<file path="src/rtl/rsm_pkg.sv">
package rsm_pkg;
   localparam int XPT_ENDS  = 4;
   localparam int XPT_LINKS = 6;

   // link p joins end pair_a(p) with end pair_b(p); link bit order is fixed
   function automatic logic [1:0] pair_a(input logic [2:0] p);
      case (p)
         3'd0, 3'd1, 3'd2: pair_a = 2'd0;
         3'd3, 3'd4:       pair_a = 2'd1;
         default:          pair_a = 2'd2;
      endcase
   endfunction

   function automatic logic [1:0] pair_b(input logic [2:0] p);
      case (p)
         3'd0:       pair_b = 2'd1;
         3'd1, 3'd3: pair_b = 2'd2;
         default:    pair_b = 2'd3;
      endcase
   endfunction
endpackage

</file>
<file path="src/rtl/rsm_cfg_chain.sv">
module rsm_cfg_chain #(
   parameter int CFG_W = 38
) (
   input  logic             clk,
   input  logic             rst_n,
   input  logic             load,
   input  logic             din,
   output logic [CFG_W-1:0] cfg_q
);
   if (CFG_W < 2) begin : g_bad_w
      $error("rsm_cfg_chain: CFG_W must be at least 2");
   end

   always_ff @(posedge clk or negedge rst_n) begin
      if (!rst_n)
         cfg_q <= '0;
      else if (load)
         cfg_q <= {din, cfg_q[CFG_W-1:1]};
   end
endmodule

</file>
<file path="src/rtl/rsm_dec_point.sv">
module rsm_dec_point #(
   parameter  int SEL_W = 3,
   localparam int IN_W  = 1 << SEL_W
) (
   input  logic [IN_W-1:0]  seg_in,
   input  logic [SEL_W-1:0] sel,
   input  logic             en,
   output logic             seg_out
);
   assign seg_out = en & seg_in[sel];
endmodule

</file>
<file path="src/rtl/rsm_onehot_point.sv">
module rsm_onehot_point #(
   parameter int IN_W = 8
) (
   input  logic [IN_W-1:0] seg_in,
   input  logic [IN_W-1:0] mask,
   output logic            seg_out,
   output logic            multi
);
   logic taken;

   always_comb begin
      seg_out = 1'b0;
      taken   = 1'b0;
      for (int j = 0; j < IN_W; j++) begin
         if (mask[j] && !taken) begin
            seg_out = seg_in[j];
            taken   = 1'b1;
         end
      end
   end

   assign multi = ($countones(mask) > 1);
endmodule

</file>
<file path="src/rtl/rsm_xpoint.sv">
module rsm_xpoint
   import rsm_pkg::*;
(
   input  logic [XPT_ENDS-1:0]  ends_in,
   input  logic [XPT_LINKS-1:0] link,
   output logic [XPT_ENDS-1:0]  ends_out
);
   always_comb begin
      ends_out = '0;
      for (int p = 0; p < XPT_LINKS; p++) begin
         if (link[p]) begin
            ends_out[pair_a(3'(p))] = ends_out[pair_a(3'(p))] | ends_in[pair_b(3'(p))];
            ends_out[pair_b(3'(p))] = ends_out[pair_b(3'(p))] | ends_in[pair_a(3'(p))];
         end
      end
   end
endmodule

</file>
<file path="src/rtl/rsm_switch_matrix.sv">
module rsm_switch_matrix
   import rsm_pkg::*;
#(
   parameter  int SEL_W   = 3,
   parameter  int N_DEC   = 2,
   parameter  int N_ONE   = 2,
   parameter  int N_XPT   = 2,
   parameter  int N_BRK   = 2,
   localparam int IN_W    = 1 << SEL_W,
   localparam int DEC_FW  = SEL_W + 1,
   localparam int CB_ONE  = N_DEC * DEC_FW,
   localparam int CB_XPT  = CB_ONE + N_ONE * IN_W,
   localparam int CB_BRK  = CB_XPT + XPT_LINKS * N_XPT,
   localparam int CFG_W   = CB_BRK + N_BRK,
   localparam int OFF_ONE = N_DEC,
   localparam int OFF_XPT = OFF_ONE + N_ONE,
   localparam int OFF_BRK = OFF_XPT + XPT_ENDS * N_XPT,
   localparam int OUT_W   = OFF_BRK + N_BRK
) (
   input  logic             clk,
   input  logic             rst_n,
   input  logic             cfg_load,
   input  logic             cfg_din,
   input  logic [IN_W-1:0]  in_seg,
   output logic [OUT_W-1:0] out_seg,
   output logic             cfg_err
);
   if (SEL_W < 1 || SEL_W > 6) begin : g_bad_sel
      $error("rsm_switch_matrix: SEL_W out of range 1..6");
   end
   if (N_DEC < 1 || N_ONE < 1 || N_XPT < 1 || N_BRK < 1) begin : g_bad_cnt
      $error("rsm_switch_matrix: each point kind needs at least one instance");
   end
   if (XPT_ENDS * N_XPT > IN_W) begin : g_bad_xpt
      $error("rsm_switch_matrix: cross-point ends exceed input segments");
   end
   if (N_BRK > IN_W) begin : g_bad_brk
      $error("rsm_switch_matrix: more break-points than input segments");
   end

   logic [CFG_W-1:0] cfg_q;
   logic [OUT_W-1:0] raw_seg;
   logic [N_ONE-1:0] multi_v;

   rsm_cfg_chain #(.CFG_W(CFG_W)) u_chain (
      .clk   (clk),
      .rst_n (rst_n),
      .load  (cfg_load),
      .din   (cfg_din),
      .cfg_q (cfg_q)
   );

   for (genvar d = 0; d < N_DEC; d++) begin : g_dec
      rsm_dec_point #(.SEL_W(SEL_W)) u_pt (
         .seg_in  (in_seg),
         .sel     (cfg_q[d*DEC_FW +: SEL_W]),
         .en      (cfg_q[d*DEC_FW + SEL_W]),
         .seg_out (raw_seg[d])
      );
   end

   for (genvar o = 0; o < N_ONE; o++) begin : g_one
      rsm_onehot_point #(.IN_W(IN_W)) u_pt (
         .seg_in  (in_seg),
         .mask    (cfg_q[CB_ONE + o*IN_W +: IN_W]),
         .seg_out (raw_seg[OFF_ONE + o]),
         .multi   (multi_v[o])
      );
   end

   for (genvar x = 0; x < N_XPT; x++) begin : g_xpt
      rsm_xpoint u_pt (
         .ends_in  (in_seg[XPT_ENDS*x +: XPT_ENDS]),
         .link     (cfg_q[CB_XPT + XPT_LINKS*x +: XPT_LINKS]),
         .ends_out (raw_seg[OFF_XPT + XPT_ENDS*x +: XPT_ENDS])
      );
   end

   for (genvar b = 0; b < N_BRK; b++) begin : g_brk
      assign raw_seg[OFF_BRK + b] = cfg_q[CB_BRK + b] & in_seg[b];
   end

   assign out_seg = cfg_load ? '0 : raw_seg;
   assign cfg_err = !cfg_load && (|multi_v);
endmodule

</file>
<file path="config.mk">
export PLATFORM = sky130hd
export DESIGN_NAME = rsm_switch_matrix
export DESIGN_NICKNAME = d
export VERILOG_FILES = /design/src/rtl/rsm_pkg.sv /design/src/rtl/rsm_cfg_chain.sv /design/src/rtl/rsm_dec_point.sv /design/src/rtl/rsm_onehot_point.sv /design/src/rtl/rsm_xpoint.sv /design/src/rtl/rsm_switch_matrix.sv
export SDC_FILE = /design/constraint.sdc
export NUM_CORES = 1
export LEC_CHECK = 0
export CAP_MARGIN = 20
export CORE_ASPECT_RATIO = 0.75
export CORE_MARGIN = 2
export CORE_UTILIZATION = 33
export CTS_BUF_LIST = sky130_fd_sc_hd__clkbuf_8
export DETAILED_ROUTE_END_ITERATION = 10
export DONT_BUFFER_PORTS = 1
export GPL_ROUTABILITY_DRIVEN = 0
export PLACE_DENSITY = 0.51
export SKIP_CTS_REPAIR_TIMING = 1
export SYNTH_ARGS = -nofsm -noshare
export SYNTH_HDL_FRONTEND = slang
export SYNTH_HIERARCHICAL = 1
export SYNTH_SLANG_ARGS = --single-unit
</file>
<file path="constraint.sdc">
create_clock -name clk -period 6.19 [get_ports clk]
set_clock_uncertainty 0.1 [all_clocks]
set_input_delay 0.9285 -clock clk [delete_from_list [all_inputs] [get_ports clk]]
set_output_delay 0.9285 -clock clk [all_outputs]
set_load 0.005 [all_outputs]
</file>
==> impl_metrics.tcl, run 1 <==
set metrics [dict create \
    outcome "finished clean" \
    nets 237 \
    power_frac_seq_pct 35.0 \
    drc 0 \
    ir_worst_vdd_mv 0.1477 \
    fin_cells 309 \
    yosysMostFrequentCell "dfrtp_1" \
    yosys-top-cells-area "dfrtp_1 (38%), mux2_4 (12%), mux2_2 (9.9%)" \
    final_core_util_pct 36.25 \
    first_pass_iters 5 \
    root_buffer "clkbuf_8" \
    place_inst 301 \
    antenna_found_initial 0 \
    clkTransAtPathRegs_ns 0.08 \
    rows 27 \
    fp.dieArea_um2 8263 \
    arrival_ns 3.56 \
    ioPinCount 27 \
    synthesis.nets 235 \
    crit_slowest_cell "fa_1" \
    chipHeight_um 79.23 \
    yosysUniqueCellTypes 33 \
    numCtsBuffers 5 \
    setup.worst_path.start_class "flip-flop" \
    ys_ff_latch 38 \
    yosys.area.top_type_share_pct 38.19 \
    path_buf_inv 3 \
    drt-initial-drc-count 122 \
    area_growth_pct 6.734 \
    cp_top_family "adder cells" \
    yosys_warnings 6 \
    r2r_start "u_chain/cfg_q[18]" \
    power_leakage_nw 1.258 \
    die_w_um 104.3 \
    crit_fanout 5 \
    hold_viol_final 0 \
    reg_top3 "u_chain/cfg_q: 38 flops" \
    period_share_pct 74.18 \
    min_period_ns 4.592 \
    reg2reg_slack_ns 5.20 \
    largest_reg_flops 38 \
    slew_headroom_pct 68.30 \
    largest_register "u_chain/cfg_q" \
    synth_flop_cell "dfrtp_1" \
    pwr_density_cell_nw_per_um2 482.0 \
    sw_frac_of_total_pct 39.45 \
    layout-drive-gt1-share_pct 25.48 \
    wl_mm 5.167 \
    syn_area_per_cell_um2 12.15 \
    synthTopCellsByCount "dfrtp_1 (38), inv_1 (36), mux2_2 (22), mux2_4 (20), nor2b_1 (12)" \
    tightest_slew_ns 0.4755 \
    port_buffers 0 \
    critPathLaunch "u_chain/cfg_q[8]" \
    clk_path_buf_depth 2 \
    timing.final.max_slew_violations 0 \
    syn_area_um2 2490 \
    via_per_inst 4.955 \
    cts_tree "yes" \
    dp_hpwl_mm 3.549 \
    path_class "flip-flop to primary output" \
    start_util_pct 33.96 \
    clock_latency_ns 0.29 \
    nFillCells 738 \
    finalPower_w 0.001281 \
    core-area_um2 7331 \
    overflow 0 \
    hold_path_class "primary input to asynchronous set/reset pin" \
    fmax_mhz 217.8 \
    grtUsageTotal_pct 13.55 \
    htree_levels 2 \
    grt_max_degree 54 \
    hold_ws_ns 0.2285 \
    post-synth-top-area-cell "dfrtp_1" \
    grt_pass1_wl_mm 8.811 \
    rsz0062_at_grt "no" \
    crit_top_cell "fa_1" \
    synth_seq_area_share_pct 38.19 \
    synth_edf_count 0 \
    antenna_left 0 \
    clock_power_share_pct 13.9 \
    wl_per_cell_um 16.72 \
    end_kind "primary output" \
    slowest_delay_ns 0.55 \
    synthCells 205 \
    setup_tns_ns 0 \
    crit_required_ns 5.16 \
    grt_pass1_vias 1658 \
    antenna_cells 0 \
    route.vias.total 1531 \
    cap_viol_max_count 0 \
    p_switching_w 0.0005053 \
    intPower_w 0.0007756 \
    final-setup-viol-count 0 \
    crit_chain "fa_1 -> inv_1 -> fa_1 -> fa_1 -> inv_1 -> ha_1 -> inv_1 -> fa_1 -> a211oi_1 -> mux2_2 -> nand2_1 -> o21ba_1" \
    async_flop_share_pct 100.0 \
    cts_sinks 38 \
    p_comb_share_pct 51.1 \
]
## layout by cell type, fill, tap and decap left out, types with 3 or more instances in the layout
| master | count |
|---|---|
| a21oi_1 | 5 |
| inv_1 | 37 |
| dfrtp_1 | 38 |
| a222oi_1 | 8 |
| nor2b_1 | 12 |
| ha_1 | 10 |
| mux2_2 | 22 |
| nand2_1 | 7 |
| fa_1 | 8 |
| mux2_4 | 20 |
| clkbuf_8 | 6 |
| mux2i_1 | 3 |
## final timing paths
check,endpoint,depth (start not counted)
min in group clk,u_chain/cfg_q[36],1
hold / removal,u_chain/cfg_q[5],0
hold reg to reg,u_chain/cfg_q[36],1
setup reg to reg,u_chain/cfg_q[18],1
max in group asynchronous,u_chain/cfg_q[35],0
setup / recovery,cfg_err,12
## logic make-up (layout without fill, tap and decap cells)
| logic type | after synthesis | count (layout) | share of synthesized area, % |
|---|---|---|---|
| AO/OA/AOI/OAI | 32 | 32 | 10.35 |
| AND/OR/NAND/NOR | 29 | 29 | 7.236 |
| multiplexers | 47 | 47 | 25.33 |
| flip-flops | 38 | 38 | 38.19 |
| buffers and inverters | 41 | 44 | 7.437 |
| adder cells (fa/ha/maj) | 18 | 18 | 11.46 |
## through the flow
stage          worst slack (ns)  instance area (µm²)
3_3_place_gp              1.977                 2566
3_5_place_dp              1.900                 2566
4_1_cts                   1.559                 2658
6_report                  1.598                 2658
2_1_floorplan             2.122                 2490
5_1_grt                   1.402                 2658
## power groups by stage
stage	registers, W	clock network [W]	logic [W]
after floorplan	0.000416	0	0.000555
final	0.000448	0.000178	0.000655
after CTS	0.000449	0.000185	0.000672
after global routing	0.000468	0.000195	0.000782
after detailed placement	0.000454	0	0.000658
after global placement	0.000452	0	0.000636
## area by class of cell
cell class	count	area [µm²]	area share, %
multi-input combinational	126	1354	50.94
clock inverter	2	8.758	0.3296
tap	101	126.4	4.755
clock buffer	6	82.58	3.107
sequential	38	950.9	35.78
inverter	36	135.1	5.085
## routing by layer
| layer | GRT usage, % | share of wire, % | up-vias |
|---|---|---|---|
| met1 | 18.70 | 48 | 762 |
| met4 | 2.432 | 0.37 | 0 |
| met2 | 21.31 | 44 | 43 |
| li1 | - | - | 724 |
| met5 | 0 | 0 | - |
| met3 | 4.023 | 7.8 | 2 |
(Power assumes the default switching activity.)
==> run 2: changes to the inputs <==
==> constraint.sdc (replaced) <==
create_clock -name clk -period 4.5 [get_ports clk]
set_clock_uncertainty 0.1 [all_clocks]
set_input_delay 0.675 -clock clk [delete_from_list [all_inputs] [get_ports clk]]
set_output_delay 0.675 -clock clk [all_outputs]
set_load 0.005 [all_outputs]
==> run 2 against run 1 <==
Effect of this change: cell area is 1.4% higher; first-iteration DRC count fell by 23%; setup slack worse by 1.4 ns; flip-flop and latch count stayed put; critical path depth unchanged; register-to-register slack lost 1.7 ns; wire length increased by 0.17%; power rose by 40%; largest power group unchanged.
==> impl_metrics.tcl, run 2 (synthesis results as in run 1) <==
set metrics [dict create \
    crit_top_cell "fa_1" \
    numCtsBuffers 5 \
    layout-drive-gt1-share_pct 27.75 \
    critPathLaunch "u_chain/cfg_q[8]" \
    crit_fanout 5 \
    finish.instance_area_um2 2694 \
    root_buffer "clkbuf_8" \
    grt_pass1_vias 1664 \
    ioPinCount 27 \
    die_w_um 104.3 \
    p_switching_w 0.0007125 \
    cap_viol_max_count 0 \
    start_util_pct 33.96 \
    p_comb_share_pct 51.9 \
    drc 0 \
    largest_reg_flops 38 \
    slew_headroom_pct 68.67 \
    route.vias.total 1556 \
    sw_frac_of_total_pct 39.62 \
    dp_hpwl_mm 3.527 \
    port_buffers 0 \
    crit_required_ns 3.72 \
    clock_latency_ns 0.30 \
    end_kind "primary output" \
    wl_per_cell_um 16.70 \
    reg_top3 "u_chain/cfg_q: 38 flops" \
    rows 27 \
    antenna_left 0 \
    min_period_ns 4.320 \
    place_inst 301 \
    antenna_found_initial 0 \
    layout_common_cells "inv_1 (37), dfrtp_1 (35), mux2_2 (22)" \
    crit_slowest_cell "fa_1" \
    timing.final.max_slew_violations 0 \
    cts_sinks 38 \
    r2r_start "u_chain/cfg_q[18]" \
    core-area_um2 7331 \
    power_frac_seq_pct 34.3 \
    overflow 0 \
    via_per_inst 5.019 \
    hold_path_class "primary input to asynchronous set/reset pin" \
    clock_power_share_pct 13.8 \
    area_growth_pct 8.191 \
    grt_pass1_wl_mm 8.797 \
    outcome "finished clean" \
    grt_max_degree 54 \
    ir_worst_vdd_mv 0.2249 \
    fin_cells 310 \
    pwr_density_cell_nw_per_um2 667.6 \
    arrival_ns 3.54 \
    final_common_cell "inv_1" \
    final-setup-viol-count 0 \
    fp.dieArea_um2 8263 \
    period_share_pct 96.00 \
    setup_tns_ns 0 \
    power_leakage_nw 1.268 \
    intPower_w 0.001086 \
    tightest_slew_ns 0.4700 \
    drt-initial-drc-count 94 \
    nets 238 \
    cts_tree "yes" \
    cp_top_family "adder cells" \
    nFillCells 731 \
    path_buf_inv 3 \
    antenna_cells 0 \
    clk_path_buf_depth 2 \
    slowest_delay_ns 0.54 \
    clkTransAtPathRegs_ns 0.08 \
    fmax_mhz 231.5 \
    first_pass_iters 5 \
    wl_mm 5.176 \
    crit_chain "fa_1 -> inv_1 -> fa_1 -> fa_1 -> inv_1 -> ha_1 -> inv_1 -> fa_1 -> a211oi_1 -> mux2_2 -> nand2_1 -> o21ba_1" \
    htree_levels 2 \
    hold_viol_final 0 \
    chipHeight_um 79.23 \
    path_class "flip-flop to primary output" \
    grtUsageTotal_pct 13.70 \
    largest_register "u_chain/cfg_q" \
    place_area_um2 2566 \
    rsz0062_at_grt "no" \
    setup.worst_path.start_class "flip-flop" \
]
-- run 2: cell types whose count changed in the layout (fill, tap and decap cells not counted) --
| cell | change |
|---|---|
| a211oi_2 | +1 |
| a211oi_1 | -1 |
| buf_16 | +1 |
| dfrtp_1 | -3 |
| dfrtp_2 | +3 |
-- run 2: stage by stage --
stage / power, W / setup slack, ns / hold slack, ns / utilization [%]
2_1_floorplan: 0.001335 / 0.6858 / 0.2794 / -
3_3_place_gp: 0.001498 / 0.5410 / 0.2802 / 35.01
3_5_place_dp: 0.001527 / 0.5068 / 0.2804 / 35.01
4_1_cts: 0.001794 / 0.1503 / -0.04998 / 36.25
5_1_grt: 0.002024 / 0.006238 / 0.1033 / 36.75
6_report: 0.001798 / 0.1802 / 0.1031 / 36.75
-- run 2: layout make-up --
type | instances | area [µm²] | area share, %
Clock buffer | 6 | 82.58 | 3.065
Clock inverter | 2 | 8.758 | 0.3251
Inverter | 36 | 135.1 | 5.016
Multi-Input combinational cell | 126 | 1359 | 50.44
Sequential cell | 38 | 954.7 | 35.44
Tap cell | 101 | 126.4 | 4.691
Timing Repair Buffer | 1 | 27.53 | 1.022
-- run 2: power groups by stage --
stage / combinational (W) / sequential (W) / clock (W)
5_1_grt: 0.00111 / 0.000647 / 0.000271
2_1_floorplan: 0.000763 / 0.000572 / 0
3_3_place_gp: 0.000875 / 0.000622 / 0
6_report: 0.000934 / 0.000617 / 0.000248
3_5_place_dp: 0.000903 / 0.000624 / 0
4_1_cts: 0.000920 / 0.000618 / 0.000257
-- run 2: metal layers --
layer	GRT usage (%)	part of all wire, %
met5	0	0
met3	3.695	8.1
met1	19.43	47
met2	20.07	44
met4	4.730	1.1
-- run 2: worst paths after layout --
| check | endpoint | slack (ns) | cells after the start |
|---|---|---|---|
| max | cfg_err | 0.18 | 12 |
| min | u_chain/cfg_q[17] | 0.10 | 1 |
| max reg2reg | u_chain/cfg_q[18] | 3.51 | 1 |
| min reg2reg | u_chain/cfg_q[2] | 0.44 | 1 |
| max in group asynchronous | u_chain/cfg_q[8] | 3.99 | 1 |
| min in group clk | u_chain/cfg_q[37] | 0.43 | 1 |
==> run 3: changes to the inputs <==
--- a/config.mk
+++ b/config.mk
@@ -5,7 +5,7 @@
 export SDC_FILE = /design/constraint.sdc
 export NUM_CORES = 1
 export LEC_CHECK = 0
-export CAP_MARGIN = 20
+export CAP_MARGIN = 5
 export CORE_ASPECT_RATIO = 0.75
 export CORE_MARGIN = 2
 export CORE_UTILIZATION = 33
==> constraint.sdc (replaced) <==
create_clock -name clk -period 5.39 [get_ports clk]
set_clock_uncertainty 0.1 [all_clocks]
set_input_delay 0.8085 -clock clk [delete_from_list [all_inputs] [get_ports clk]]
set_output_delay 0.8085 -clock clk [all_outputs]
set_load 0.005 [all_outputs]
==> run 3 against run 2 <==
Effect of this change: cell area grew 0.56%; largest cell class unchanged; critical endpoint unchanged; first-iteration DRC count fell by 13%; flip-flop and latch count unchanged; die area unchanged.
==> impl_metrics.tcl, run 3 (synthesis results as in run 1) <==
set metrics [dict create \
    outcome "finished clean" \
    start_util_pct 33.96 \
    cap_viol_max_count 0 \
    final-setup-viol-count 0 \
    largest_reg_flops 38 \
    antenna_cells 0 \
    area_growth_pct 8.794 \
    ioPinCount 27 \
    clkTransAtPathRegs_ns 0.08 \
    chipHeight_um 79.23 \
    crit_slowest_cell "fa_1" \
    crit_required_ns 4.48 \
    cp_top_family "adder cells" \
    slowest_delay_ns 0.55 \
    crit_chain "fa_1 -> inv_1 -> fa_1 -> fa_1 -> inv_1 -> ha_1 -> inv_1 -> fa_1 -> a211oi_1 -> mux2_2 -> nand2_1 -> o21ba_1" \
    slew_headroom_pct 70.31 \
    ir_worst_vdd_mv 0.1745 \
    drt-initial-drc-count 82 \
    port_buffers 0 \
    rsz0062_at_grt "no" \
    largest_register "u_chain/cfg_q" \
    tightest_slew_ns 0.4453 \
    core-area_um2 7331 \
    arrival_ns 3.54 \
    clk_path_buf_depth 2 \
    wl_per_cell_um 16.38 \
    path_buf_inv 3 \
    sw_frac_of_total_pct 36.88 \
    crit_fanout 5 \
    reg_top3 "u_chain/cfg_q: 38 flops" \
    final_common_cell "dfrtp_1" \
    grtUsageTotal_pct 13.30 \
    power_frac_seq_pct 32.8 \
    layout_common_cells "dfrtp_1 (38), inv_1 (36), mux2_2 (22)" \
    dp_hpwl_mm 3.509 \
    hold_ws_ns 0.09532 \
    grt_max_degree 54 \
    nets 237 \
    overflow 0 \
    pwr_density_cell_nw_per_um2 576.6 \
    root_buffer "clkbuf_8" \
    use_met2_pct 20.39 \
    grt_pass1_vias 1634 \
    hold_path_class "primary input to asynchronous set/reset pin" \
    timing.final.max_slew_violations 0 \
    grt_pass1_wl_mm 8.625 \
    use_met3_pct 3.941 \
    cts_tree "yes" \
    htree_levels 2 \
    end_kind "primary output" \
    via_per_inst 4.968 \
    numCtsBuffers 5 \
    intPower_w 0.0009860 \
    antenna_left 0 \
    die_w_um 104.3 \
    setup.worst_path.start_class "flip-flop" \
    fp.dieArea_um2 8263 \
    rows 27 \
    wl_mm 5.060 \
    drc 0 \
    power_leakage_nw 1.277 \
    min_period_ns 4.451 \
    layout-drive-gt1-share_pct 25.96 \
    p_comb_share_pct 47.7 \
    setup_tns_ns 0 \
    cts_sinks 38 \
    hold_viol_final 0 \
    crit_top_cell "fa_1" \
    antenna_found_initial 0 \
    first_pass_iters 6 \
    clock_latency_ns 0.30 \
    path_class "flip-flop to primary output" \
    grt-busiest-layer "met2" \
    p_switching_w 0.0005761 \
    route.vias.total 1535 \
    grt_util_met1_pct 18.44 \
    clock_power_share_pct 19.5 \
    fmax_mhz 224.7 \
    period_share_pct 82.58 \
    nFillCells 737 \
]
==> run 3: cell count changes in the layout (fill, tap and decap cells not counted) <==
cell | previous run | this run
inv_1 | 37 | 36
clkinv_2 | 1 | 0
dfrtp_1 | 35 | 38
buf_16 | 1 | 0
bufinv_16 | 0 | 2
a211oi_2 | 1 | 0
dfrtp_2 | 3 | 0
a211oi_1 | 1 | 2
==> run 3: layout make-up <==
cell class,instances,area [µm²],share of cell area [%]
clock buffer,6,82.58,3.048
clock inverter,2,60.06,2.217
inverter,36,135.1,4.988
multi-input combinational,126,1354,49.98
sequential,38,950.9,35.10
tap,101,126.4,4.665
==> run 3: worst paths after layout <==
kind,from,endpoint,slack [ns],depth (start not counted)
setup / recovery,u_chain/cfg_q[8],cfg_err,0.94,12
hold / removal,rst_n,u_chain/cfg_q[23],0.1,0
setup reg to reg,u_chain/cfg_q[18],u_chain/cfg_q[18],4.40,1
hold reg to reg,u_chain/cfg_q[36],u_chain/cfg_q[35],0.43,1
max in group asynchronous,rst_n,u_chain/cfg_q[35],4.99,0
min in group clk,u_chain/cfg_q[36],u_chain/cfg_q[35],0.43,1
==> run 3: power groups by stage <==
stage               clock, W  combinational (W)  sequential [W]
floorplan                  0           0.000637        0.000478
global placement           0           0.000731        0.000520
detailed placement         0           0.000753        0.000518
CTS                 0.000311           0.000764        0.000514
global route        0.000322           0.000881        0.000539
finish              0.000305           0.000745        0.000512
==> run 3: per-stage QoR <==
stage | instances | instance area (µm²) | util (%) | power, W | worst slack [ns]
CTS | 309 | 2709 | 36.95 | 0.001589 | 0.9007
global placement | 301 | 2566 | 35.01 | 0.001250 | 1.297
finish | 309 | 2709 | 36.95 | 0.001562 | 0.9392
detailed placement | 301 | 2566 | 35.01 | 0.001270 | 1.240
global route | 309 | 2709 | 36.95 | 0.001742 | 0.7279
floorplan | 205 | 2490 | - | 0.001115 | 1.442
==> run 3: metal layers <==
layer | wire length [µm] | vias up
met2 | 2198 | 46
met5 | 0 | -
met4 | 26 | 0
met3 | 349 | 4
li1 | - | 726
met1 | 2485 | 759
